**config.mk**
```make
export PLATFORM = sky130hd
export DESIGN_NAME = cmatch_timer
export DESIGN_NICKNAME = d
export VERILOG_FILES = /design/src/rtl/cmt_pkg.sv /design/src/rtl/cmt_prescaler.sv /design/src/rtl/cmt_counter.sv /design/src/rtl/cmt_regs.sv /design/src/rtl/cmatch_timer.sv
export SDC_FILE = /design/constraint.sdc
export NUM_CORES = 1
export LEC_CHECK = 0
export BUFFER_PORTS_ARGS = -buffer_cell sky130_fd_sc_hd__buf_2
export CAP_MARGIN = 10
export CORE_ASPECT_RATIO = 0.75
export CORE_UTILIZATION = 59
export DETAILED_ROUTE_END_ITERATION = 10
export PLACE_DENSITY_LB_ADDON = 0.3
export SLEW_MARGIN = 10
export SYNTH_ARGS = -nofsm -noshare
export SYNTH_HDL_FRONTEND = slang
export SYNTH_SLANG_ARGS = --single-unit
```
**constraint.sdc**
```tcl
create_clock -name clk -period 5 [get_ports clk]
set_clock_uncertainty 0.2 [all_clocks]
set_input_delay 1 -clock clk [delete_from_list [all_inputs] [get_ports clk]]
set_output_delay 1 -clock clk [all_outputs]
set_load 0.02 [all_outputs]
```
**src/rtl/cmt_pkg.sv**
```systemverilog
package cmt_pkg;

  localparam int CSR_W     = 16;
  localparam int MF_BIT    = 15;
  localparam int OF_BIT    = 14;
  localparam int PER_BIT   = 8;
  localparam int IE_BIT    = 7;
  localparam int ROUTE_LSB = 4;
  localparam int CKS_LSB   = 0;

  localparam logic [2:0] CKS_DIV_A = 3'd4;
  localparam logic [2:0] CKS_DIV_B = 3'd5;
  localparam logic [2:0] CKS_DIV_C = 3'd6;
  localparam logic [2:0] CKS_DIV_1 = 3'd7;

  typedef enum logic [1:0] {
    ROUTE_NONE = 2'b00,
    ROUTE_DMA  = 2'b01,
    ROUTE_IRQ  = 2'b10,
    ROUTE_RSVD = 2'b11
  } route_e;

  typedef enum logic [1:0] {
    REG_CSR  = 2'b00,
    REG_CNT  = 2'b01,
    REG_CMP  = 2'b10,
    REG_NONE = 2'b11
  } reg_sel_e;

  typedef struct packed {
    logic       periodic;
    logic       irq_en;
    route_e     route;
    logic [2:0] cks;
  } ctrl_t;

endpackage

```
**src/rtl/cmt_prescaler.sv**
```systemverilog
module cmt_prescaler
  import cmt_pkg::*;
#(
  parameter int LOG2_A = 3,
  parameter int LOG2_B = 5,
  parameter int LOG2_C = 7
) (
  input  logic       clk,
  input  logic       rst_n,
  input  logic       run_en,
  input  logic       slow_tick,
  input  logic [2:0] cks,
  output logic       cnt_tick
);

  localparam int PRE_W = LOG2_C;
  localparam int NTAP  = 3;
  localparam int TAP_LOG2 [NTAP] = '{LOG2_A, LOG2_B, LOG2_C};

  logic [PRE_W-1:0] pre_q, pre_d;
  logic [NTAP-1:0]  tap;
  logic             sel;

  // One terminal-count detector per divider option.
  for (genvar g = 0; g < NTAP; g++) begin : g_tap
    localparam logic [PRE_W-1:0] MASK = PRE_W'((1 << TAP_LOG2[g]) - 1);
    assign tap[g] = ((pre_q & MASK) == MASK);
  end

  always_comb begin
    if (!run_en) begin
      pre_d = '0;
    end else if (slow_tick) begin
      pre_d = pre_q + PRE_W'(1);
    end else begin
      pre_d = pre_q;
    end
  end

  always_ff @(posedge clk or negedge rst_n) begin
    if (!rst_n) begin
      pre_q <= '0;
    end else begin
      pre_q <= pre_d;
    end
  end

  always_comb begin
    case (cks)
      CKS_DIV_A: sel = tap[0];
      CKS_DIV_B: sel = tap[1];
      CKS_DIV_C: sel = tap[2];
      CKS_DIV_1: sel = 1'b1;
      default:   sel = 1'b0;
    endcase
  end

  assign cnt_tick = run_en & slow_tick & sel;


  run_gate_chk: assert property (@(posedge clk) disable iff (!rst_n)
    !run_en |=> (pre_q == '0));

endmodule

```
**src/rtl/cmt_counter.sv**
```systemverilog
module cmt_counter #(
  parameter int CNT_W      = 32,
  parameter int LOAD_TICKS = 2
) (
  input  logic             clk,
  input  logic             rst_n,
  input  logic             cnt_tick,
  input  logic             slow_tick,
  input  logic             periodic,
  input  logic             cnt_wr,
  input  logic [CNT_W-1:0] wdata,
  input  logic [CNT_W-1:0] cmp,
  output logic [CNT_W-1:0] cnt_q,
  output logic             match_evt,
  output logic             ovf_evt
);

  localparam int PEND_W = $clog2(LOAD_TICKS + 1);
  localparam logic [PEND_W-1:0] PEND_START = PEND_W'(LOAD_TICKS);
  localparam logic [PEND_W-1:0] PEND_LAST  = PEND_W'(1);

  logic [CNT_W-1:0]  cnt_d;
  logic [CNT_W-1:0]  pval_q, pval_d;
  logic [PEND_W-1:0] pend_q, pend_d;
  logic              load_now;
  logic              cmp_hit;
  logic              at_max;

  assign load_now  = slow_tick && (pend_q == PEND_LAST);
  assign cmp_hit   = (cnt_q == cmp);
  assign at_max    = &cnt_q;
  assign match_evt = cnt_tick & ~load_now & cmp_hit;
  assign ovf_evt   = cnt_tick & ~load_now & at_max & ~(periodic & cmp_hit);

  always_comb begin
    if (load_now) begin
      cnt_d = pval_q;
    end else if (cnt_tick) begin
      cnt_d = (periodic && cmp_hit) ? '0 : cnt_q + CNT_W'(1);
    end else begin
      cnt_d = cnt_q;
    end
  end

  always_comb begin
    pval_d = pval_q;
    pend_d = pend_q;
    if (cnt_wr) begin
      pval_d = wdata;
      pend_d = PEND_START;
    end else if (slow_tick && (pend_q != '0)) begin
      pend_d = pend_q - PEND_W'(1);
    end
  end

  always_ff @(posedge clk or negedge rst_n) begin
    if (!rst_n) begin
      cnt_q  <= '0;
      pval_q <= '0;
      pend_q <= '0;
    end else begin
      cnt_q  <= cnt_d;
      pval_q <= pval_d;
      pend_q <= pend_d;
    end
  end


  hold_chk: assert property (@(posedge clk) disable iff (!rst_n)
    (!cnt_tick && !load_now) |=> $stable(cnt_q));


  wrap_chk: assert property (@(posedge clk) disable iff (!rst_n)
    (cnt_tick && !load_now && periodic && cmp_hit) |=> (cnt_q == '0));


  pend_chk: assert property (@(posedge clk) disable iff (!rst_n)
    cnt_wr |=> (pend_q == PEND_START));


  load_chk: assert property (@(posedge clk) disable iff (!rst_n)
    load_now |=> (cnt_q == $past(pval_q)));

endmodule

```
**src/rtl/cmt_regs.sv**
```systemverilog
module cmt_regs
  import cmt_pkg::*;
#(
  parameter int CNT_W = 32
) (
  input  logic             clk,
  input  logic             rst_n,
  input  logic             wr_en,
  input  reg_sel_e         sel,
  input  logic [CNT_W-1:0] wdata,
  input  logic             match_evt,
  input  logic             ovf_evt,
  output ctrl_t            ctrl_q,
  output logic             mf_q,
  output logic             of_q,
  output logic [CNT_W-1:0] cmp_q,
  output logic             irq,
  output logic             dma_req
);

  logic             csr_wr, cmp_wr;
  ctrl_t            ctrl_d;
  logic             mf_d, of_d, dma_d;
  logic [CNT_W-1:0] cmp_d;

  assign csr_wr = wr_en && (sel == REG_CSR);
  assign cmp_wr = wr_en && (sel == REG_CMP);

  always_comb begin
    ctrl_d = ctrl_q;
    mf_d   = mf_q;
    of_d   = of_q;
    cmp_d  = cmp_q;
    if (csr_wr) begin
      ctrl_d.periodic = wdata[PER_BIT];
      ctrl_d.irq_en   = wdata[IE_BIT];
      ctrl_d.route    = route_e'(wdata[ROUTE_LSB +: 2]);
      ctrl_d.cks      = wdata[CKS_LSB +: 3];
      mf_d            = mf_q & wdata[MF_BIT];
      of_d            = of_q & wdata[OF_BIT];
    end
    // A hardware event outranks a software clear in the same cycle.
    mf_d = mf_d | match_evt;
    of_d = of_d | ovf_evt;
    if (cmp_wr) begin
      cmp_d = wdata;
    end
  end

  assign dma_d = match_evt && (ctrl_q.route == ROUTE_DMA);

  always_ff @(posedge clk or negedge rst_n) begin
    if (!rst_n) begin
      ctrl_q  <= '0;
      mf_q    <= 1'b0;
      of_q    <= 1'b0;
      cmp_q   <= '1;
      dma_req <= 1'b0;
    end else begin
      ctrl_q  <= ctrl_d;
      mf_q    <= mf_d;
      of_q    <= of_d;
      cmp_q   <= cmp_d;
      dma_req <= dma_d;
    end
  end

  assign irq = mf_q & ctrl_q.irq_en & (ctrl_q.route == ROUTE_IRQ);


  flag_keep_chk: assert property (@(posedge clk) disable iff (!rst_n)
    (mf_q && !csr_wr) |=> mf_q);


  ovf_set_chk: assert property (@(posedge clk) disable iff (!rst_n)
    ovf_evt |=> of_q);


  dma_src_chk: assert property (@(posedge clk) disable iff (!rst_n)
    dma_req |-> ($past(match_evt) && ($past(ctrl_q.route) == ROUTE_DMA)));


  set_wins_chk: assert property (@(posedge clk) disable iff (!rst_n)
    match_evt |=> mf_q);

endmodule

```
**src/rtl/cmatch_timer.sv**
```systemverilog
module cmatch_timer
  import cmt_pkg::*;
#(
  parameter int CNT_W      = 32,
  parameter int LOAD_TICKS = 2,
  parameter int LOG2_A     = 3,
  parameter int LOG2_B     = 5,
  parameter int LOG2_C     = 7
) (
  input  logic             clk,
  input  logic             rst_n,
  input  logic             run_en,
  input  logic             slow_tick,
  input  logic             wr_en,
  input  logic [1:0]       addr,
  input  logic [CNT_W-1:0] wdata,
  output logic [CNT_W-1:0] rdata,
  output logic             irq,
  output logic             dma_req
);

  logic [1:0]       rst_sync_q;
  logic             rst_core_n;
  reg_sel_e         sel;
  ctrl_t            ctrl_q;
  logic             mf_q, of_q;
  logic [CNT_W-1:0] cmp_q, cnt_q;
  logic             cnt_tick, match_evt, ovf_evt;
  logic [CSR_W-1:0] csr_val;

  // Asynchronous assertion, synchronous release.
  always_ff @(posedge clk or negedge rst_n) begin
    if (!rst_n) begin
      rst_sync_q <= '0;
    end else begin
      rst_sync_q <= {rst_sync_q[0], 1'b1};
    end
  end
  assign rst_core_n = rst_sync_q[1];

  assign sel = reg_sel_e'(addr);

  cmt_prescaler #(
    .LOG2_A(LOG2_A),
    .LOG2_B(LOG2_B),
    .LOG2_C(LOG2_C)
  ) u_pre (
    .clk      (clk),
    .rst_n    (rst_core_n),
    .run_en   (run_en),
    .slow_tick(slow_tick),
    .cks      (ctrl_q.cks),
    .cnt_tick (cnt_tick)
  );

  cmt_counter #(
    .CNT_W     (CNT_W),
    .LOAD_TICKS(LOAD_TICKS)
  ) u_cnt (
    .clk      (clk),
    .rst_n    (rst_core_n),
    .cnt_tick (cnt_tick),
    .slow_tick(slow_tick),
    .periodic (ctrl_q.periodic),
    .cnt_wr   (wr_en && (sel == REG_CNT)),
    .wdata    (wdata),
    .cmp      (cmp_q),
    .cnt_q    (cnt_q),
    .match_evt(match_evt),
    .ovf_evt  (ovf_evt)
  );

  cmt_regs #(
    .CNT_W(CNT_W)
  ) u_regs (
    .clk      (clk),
    .rst_n    (rst_core_n),
    .wr_en    (wr_en),
    .sel      (sel),
    .wdata    (wdata),
    .match_evt(match_evt),
    .ovf_evt  (ovf_evt),
    .ctrl_q   (ctrl_q),
    .mf_q     (mf_q),
    .of_q     (of_q),
    .cmp_q    (cmp_q),
    .irq      (irq),
    .dma_req  (dma_req)
  );

  always_comb begin
    csr_val                   = '0;
    csr_val[MF_BIT]           = mf_q;
    csr_val[OF_BIT]           = of_q;
    csr_val[PER_BIT]          = ctrl_q.periodic;
    csr_val[IE_BIT]           = ctrl_q.irq_en;
    csr_val[ROUTE_LSB +: 2]   = ctrl_q.route;
    csr_val[CKS_LSB +: 3]     = ctrl_q.cks;
  end

  always_comb begin
    case (sel)
      REG_CSR: rdata = CNT_W'(csr_val);
      REG_CNT: rdata = cnt_q;
      REG_CMP: rdata = cmp_q;
      default: rdata = '0;
    endcase
  end


  irq_level_chk: assert property (@(posedge clk) disable iff (!rst_core_n)
    irq |-> (mf_q && (ctrl_q.route == ROUTE_IRQ)));

endmodule

```
==> metrics.md, run 1 <==
| Metric | Value |
|---|---|
| WL met3 | `roughly 1.4 mm` |
| Combinational Power Share | `between 20% and 30%` |
| Leading area contributor after synthesis | `dfrtp_1` |
| Largest family of logic cells by synthesized area | `simple AND/OR/NAND/NOR gates` |
| Final worst slack | `1200 ps` |
| FFs w/ async S/R, synth | `100%` |
| Routed WL | `between 15 and 20 mm` |
| Status | `finished, final reports clean` |
| Post-synthesis cell type count | `between 60 and 70` |
| Die footprint | `roughly 12000 µm²` |
| Vias in the first global route | `5188` |
| Clock network fraction of design power | `a little over a third` |
| Top cell type's share of synthesized area | `between 30% and 40%` |
| Power per cell area | `502 nW/µm²` |
| Resized Gates After CTS | `0` |
| Reg2reg end | `u_cnt.cnt_q[10]$_DFFE_PN0P_` |
| Max cap viols | `0` |
| Detailed placement HPWL | `11.3 mm` |
| Adder-cell area share of the yosys netlist | `under 10%` |
| Startpoint Class | `input pin` |
| Area grow syn2layout | `15.1%` |
| EDFF count, synth | `0` |
| Die Span Y | `just over 90 µm` |
| Worst Reg-to-Reg Cells | `6` |
| Crit path kind | `input pin to output port` |
| Fmax | `263 MHz` |
| Slew Viols, Final | `0` |
| Worst rel slew slack | `a little under a third` |
| Util after Layout | `a little under three quarters` |
| Post-synthesis xor/xnor area fraction | `under 10%` |
| Pint | `2.52 mW` |
| First-pass GRT wire length | `roughly 27 mm` |
| Setup Buffers After CTS | `0` |
| Reg2reg start | `u_cnt.cnt_q[3]$_DFFE_PN0P_` |
| WP data required | `~3800 ps` |
| Syn Inst Count | `just over 600` |
| CTS Buf Count | `17` |
| Max clock buf depth | `2` |
| Commonest cells after routing, fill and taps aside | `84 x dfrtp_1, 72 x buf_2, 71 x mux2_2` |
| Hold Buf Count CTS | `0` |
| CP Capture Type | `output port` |
| Arrival time worst endpoint | `between 2000 and 3000 ps` |
| Top Layer Used | `met4` |
| Top post-synthesis cells by area | `dfrtp_1 32%, dfstp_2 13%, mux2_2 12%` |
| Area share of and/or/nand/nor cells after synthesis | `18.1%` |
| Final setup viols | `0` |
| Nets@finish | `around 700` |
| Ys Warns | `0` |
| Fraction of layout cells with a size suffix above 1 | `a little over a third` |
| Area after DPL | `6880 µm²` |
| Filler instances | `761` |
| Antenna cells | `0` |
| Vias/cell | `roughly 6.5` |
| DRC viols | `0` |
| I/O pin total | `73` |
| Final GP Congestion | `approximately 0.98` |
| Final Hold Vio Count | `0` |
| CTS clk-pin slew, worst paths | `60 ps` |
| Vias | `5237` |
| DIE WIDTH | `124 µm` |
| Worst slew pin tran | `about 1000 ps` |
| Final worst-path cycle share | `between 70% and 80%` |
| Multi-input logic area | `approximately 3300 µm²` |
| Mean post-synth cell area | `10.8 µm²` |
| Buffers on Ports | `72` |
| Pin count of the biggest net entering global routing | `80` |
| Register area | `slightly below 3000 µm²` |
| Worst IR drop on VDD | `~260 µV` |
| Clk root buf | `clkbuf_16` |
| Pre-CTS worst setup slack | `about 1300 ps` |
| Compound-gate portion of the synthesized area | `a little over a tenth` |
| Final Cell Area | `7540 µm²` |
| DRT met1 WL | `7.58 mm` |
| H-tree Lvls | `4` |
| Initial Util | `between 60% and 70%` |
| Num rows | `32` |
| Core Region | `roughly 11000 µm²` |
| Remaining Overflow, GRT | `0` |
| Routed met2 length | `about 7.5 mm` |
| DR pass1 iterations | `5` |
| FF-to-FF setup slack | `about 1600 ps` |
| Most used DFF post-synth | `dfrtp_1` |
| CP max FO | `20` |
| Tmin final | `3800 ps` |
| Initial antenna violation count | `0` |
| GRT Util Overall | `between 30% and 40%` |
| Synthesized area | `6560 µm²` |
| Tightest Hold Check Type | `input pin to async pin` |
| Clock latency on the worst-skew pair | `between 400 and 500 ps` |
| Sequential Power Share | `39.4%` |
| Sink Count | `about 120` |
| Most common library cell in the layout ignoring fill and taps | `dfrtp_1` |
| Synth Net Count | `roughly 650` |
| Setup tns final | `0 ps` |
| DR iter-0 viols | `around 460` |
| Antenna viol nets, final | `0` |
| Switching Fraction | `between 30 and 40%` |
| Mux share of post-synthesis cell area | `14.2%` |
| Sequential element share of the synthesized area | `about 45%` |
| Wirelength per Cell | `between 20 and 25 µm` |
| Pleak | `between 3 and 4 nW` |
| CTS tree | `built` |
| Switch Pwr | `1.27 mW` |
| FF+latch count, synth | `117` |
| RSZ-0062 raised after global routing | `no` |
-- worst max path at each step --
stage,startpoint,endpoint,slack (ps),cells after the start
final,addr[1],rdata[5],1200,6
after global placement,addr[1],rdata[5],1390,6
after CTS,addr[1],rdata[5],1270,6
after global routing,addr[1],rdata[5],1110,6
after floorplan,rst_sync_q[1]$_DFF_PN0_,u_cnt.cnt_q[0]$_DFFE_PN0P_,1360,0
after detailed placement,addr[1],rdata[5],1290,6
-- critical path: stages --
cell and delay (ps):
buf_2 260, nor2b_2 570, buf_4 380, nand2_1 80, o21ai_0 100, buf_2 210
-- through the flow --
stage | instances | total power, mW | hold WS (ps)
global route | 807 | 3.95 | 152
finish | 807 | 3.79 | 153
floorplan | 606 | 2.16 | 131
global placement | 775 | 2.36 | 141
detailed placement | 775 | 2.40 | 141
CTS | 807 | 3.78 | 148
-- cell usage after synthesis, drive strengths merged (12+ instances only) --
cell type   n
dfrtp      85
nand4      26
xnor2      38
nor2       35
o21ai      26
buf        30
nor4       12
nand2      43
nand3      24
dfstp      32
nor3       17
mux2       71
clkbuf     17
mux2i      13
a22o       23
-- cell families after synthesis --
| kind of cell | Yosys count |
|---|---|
| AO/OA/AOI/OAI | 100 |
| XOR/XNOR | 42 |
| adder cells (fa/ha/maj) | 6 |
| buffers and inverters | 56 |
| flip-flops | 117 |
| multiplexers | 84 |
| other | 1 |
| AND/OR/NAND/NOR | 200 |
-- registers in the layout, indices dropped and copies added (netlist names) --
register / flops
u_regs.cmp_q: 32
rst_sync_q: 2
u_regs.of_q: 1
u_regs.ctrl_q: 7
u_regs.mf_q: 1
u_regs.dma_req: 1
u_cnt.pval_q: 32
u_pre.pre_q: 7
u_cnt.pend_q: 2
u_cnt.cnt_q: 32
-- power by group through the flow --
stage / sequential (mW) / combinational (mW) / clock, mW
after floorplan: 1.36 / 0.805 / 0
after global placement: 1.48 / 0.874 / 0
final: 1.49 / 0.922 / 1.37
after detailed placement: 1.49 / 0.905 / 0
after global routing: 1.52 / 1.00 / 1.42
after CTS: 1.48 / 0.917 / 1.38
-- layer usage --
metal,GRT usage [%],vias up
met5,0,-
met4,15.4,0
met3,8.23,45
met2,45.4,259
met1,44.7,2598
li1,-,2335
-- cell type report --
type,instances,share of cell area [%]
multi-input cells,433,43.5
flip-flops and latches,117,39.4
clock inverters,14,2.95
well taps,136,2.26
repair buffers,82,5.77
inverters,7,0.348
clock buffers,18,5.82
Note: power is estimated with default switching activity, not from simulation.
==> inputs of run 2 (changes only) <==
- ABC_AREA: default -> 1
- CORE_UTILIZATION: 59 -> 60
- clock period: 5 -> 3.8 ns (I/O delays scaled with it)
==> metrics.md, run 2 <==
| Metric | Value |
|---|---|
| Filler instances | `between 900 and 1000` |
| Setup tns final | `0 ps` |
| Synthesized area | `~7000 µm²` |
| H-tree Lvls | `4` |
| Core Region | `11600 µm²` |
| I/O pin total | `73` |
| Sink Count | `between 100 and 150` |
| GRT Util Overall | `between 30% and 40%` |
| CP max FO | `26` |
| Vias/cell | `roughly 5.5` |
| FFs w/ async S/R, synth | `between 90% and 100%` |
| CTS Buf Count | `17` |
| Wirelength per Cell | `between 15 and 20 µm` |
| Buffers on Ports | `between 70 and 80` |
| Most common library cell in the layout ignoring fill and taps | `nand2_1` |
| WP data required | `around 2800 ps` |
| Nets@finish | `about 1100` |
| Max cap viols | `0` |
| Status | `finished, final reports clean` |
| Ys Warns | `0` |
| Clk root buf | `clkbuf_16` |
| RSZ-0062 raised after global routing | `no` |
| Arrival time worst endpoint | `~2200 ps` |
| Slew Viols, Final | `0` |
| Synth Net Count | `just over 1000` |
| CP Capture Type | `output port` |
| Post-synthesis cell type count | `33` |
| Worst Reg-to-Reg Cells | `10` |
| Most numerous cell in the Yosys netlist | `nand2_1` |
| Antenna viol nets, final | `0` |
| Leading area contributor after synthesis | `dfrtp_1` |
| Clock network fraction of design power | `roughly a third` |
| FF-to-FF setup slack | `1460 ps` |
| DR pass1 iterations | `6` |
| Detailed placement HPWL | `about 12 mm` |
| Fmax | `318 MHz` |
| DR iter-0 viols | `about 580` |
| Final GP Congestion | `roughly 0.98` |
| Die Span Y | `between 90 and 100 µm` |
| Commonest cells after routing, fill and taps aside | `297 x nand2_1, 116 x inv_1, 91 x nand3_1` |
| Crit. Startpoint | `addr[0]` |
| Vias in the first global route | `between 6000 and 7000` |
| Mean post-synth cell area | `approximately 7.3 µm²` |
| Remaining Overflow, GRT | `0` |
| Final setup viols | `0` |
| Worst rel slew slack | `56.5%` |
| Vias | `6630` |
| DRC viols | `0` |
| Num rows | `34` |
| Crit path kind | `input pin to output port` |
| Switch Pwr | `about 2.0 mW` |
| EDFF count, synth | `0` |
| CTS tree | `built` |
| Pwr Total | `5.37 mW` |
| Routed WL | `roughly 19 mm` |
| Worst slew pin tran | `approximately 650 ps` |
| Worst IR drop on VDD | `approximately 600 µV` |
| Reg2reg start | `u_pre.pre_q[0]$_DFFE_PN0P_` |
| Fraction of layout cells with a size suffix above 1 | `21.8%` |
| Setup Buffers After CTS | `0` |
| Switching Fraction | `38.1%` |
| Initial antenna violation count | `0` |
| Top cell type's share of synthesized area | `29.7%` |
| Die footprint | `about 12000 µm²` |
| Max clock buf depth | `2` |
| Most used DFF post-synth | `dfrtp_1` |
| Syn Inst Count | `just under 1000` |
| Combinational Power Share | `30.5%` |
| Final worst-path cycle share | `between 80 and 90%` |
| Sequential element share of the synthesized area | `between 40 and 50%` |
| DIE WIDTH | `roughly 130 µm` |
| Final Hold Vio Count | `0` |
| CTS clk-pin slew, worst paths | `roughly 60 ps` |
| Reg2reg end | `u_regs.dma_req$_DFF_PN0_` |
| Top post-synthesis cells by area | `dfrtp_1 30%, nand2_1 16%, dfstp_2 12%` |
| Antenna cells | `0` |
| Pint | `~3.3 mW` |
| Tightest Hold Check Type | `flip-flop to async pin` |
| Power per cell area | `roughly 650 nW/µm²` |
| Startpoint Class | `input pin` |
| Multi-input logic area | `~3500 µm²` |
| Clock latency on the worst-skew pair | `420 ps` |
| Pin count of the biggest net entering global routing | `between 40 and 50` |
| Tmin final | `3140 ps` |
| Register area | `2970 µm²` |
| FF+latch count, synth | `approximately 120` |
| Pleak | `~4.0 nW` |
| Sequential Power Share | `between 30% and 40%` |
| Commonest cells in the netlist | `299 x nand2_1, 116 x inv_1, 91 x nand3_1` |
| Initial Util | `roughly three fifths` |
| Area grow syn2layout | `14.9%` |
| First-pass GRT wire length | `31.7 mm` |
| Biggest regs | `u_cnt.cnt_q: 32 flops, u_cnt.pval_q: 32 flops, u_regs.cmp_q: 32 flops` |
run 2: per-stage QoR:
| step | std cells | instance area [µm²] | setup WS, ps | hold slack (ps) | utilization (%) |
|---|---|---|---|---|---|
| after global placement | 1180 | 7590 | 745 | 134 | 65.4 |
| final | 1213 | 8230 | 659 | 127 | 70.8 |
| after global routing | 1213 | 8230 | 458 | 164 | 70.8 |
| after floorplan | 978 | 7160 | 155 | 131 | - |
| after detailed placement | 1180 | 7590 | 712 | 136 | 65.4 |
| after CTS | 1213 | 8230 | 685 | 148 | 70.8 |
run 2: cell families (layout without fill, tap and decap cells):
group / count (synthesis) / in the layout / share of synthesized area [%]
fa+ha+maj: 6 / 6 / 1.05
simple gates: 521 / 521 / 33.6
other cells: 1 / 1 / 0.0524
compound gates: 116 / 116 / 8.56
flops: 117 / 117 / 41.5
buf+inv: 174 / 247 / 10.0
xor+xnor: 43 / 43 / 5.26
run 2: how the worst max path moves through the flow:
stage               slack, ps  cells after the start                         end
CTS                       690                      7                    rdata[8]
finish                    660                      7                    rdata[8]
global route              460                      7                    rdata[8]
detailed placement        710                      7                    rdata[8]
global placement          740                      7                    rdata[5]
floorplan                 160                      0  u_cnt.cnt_q[0]$_DFFE_PN0P_
run 2: power groups by stage:
stage	Combinational, mW	Sequential, mW	Clock (mW)
floorplan	1.33	1.86	0
global placement	1.55	2.01	0
detailed placement	1.60	2.02	0
CTS	1.63	2.01	1.72
global route	1.85	2.07	1.77
finish	1.64	2.02	1.71
run 2: area by class of cell:
class                           instances  share of cell area (%)
Sequential cell                       117                    36.1
Multi-Input combinational cell        687                    42.3
Clock inverter                         13                    2.20
Clock buffer                           19                    5.38
Inverter                              130                    5.96
Timing Repair Buffer                   85                    5.60
Tap cell                              162                    2.46
run 2: worst max-delay path, cell delays in order:
cell and delay (ps):
buf_2 110, inv_1 70, nand2_1 270, inv_2 530, nand2_1 120, o211ai_1 110
buf_2 190
run 2: what timing repair did:
item	in CTS	in global routing
hold endpoints to repair	2	0
gates resized for setup	0	0
hold buffers	1	0
run 2: routing by layer:
| layer | GRT usage, % | vias up | wire [µm] |
|---|---|---|---|
| met5 | 0 | - | 0 |
| met3 | 6.47 | 49 | 1510 |
| li1 | - | 3192 | - |
| met4 | 12.2 | 0 | 391 |
| met2 | 50.4 | 326 | 8350 |
| met1 | 46.6 | 3063 | 8440 |
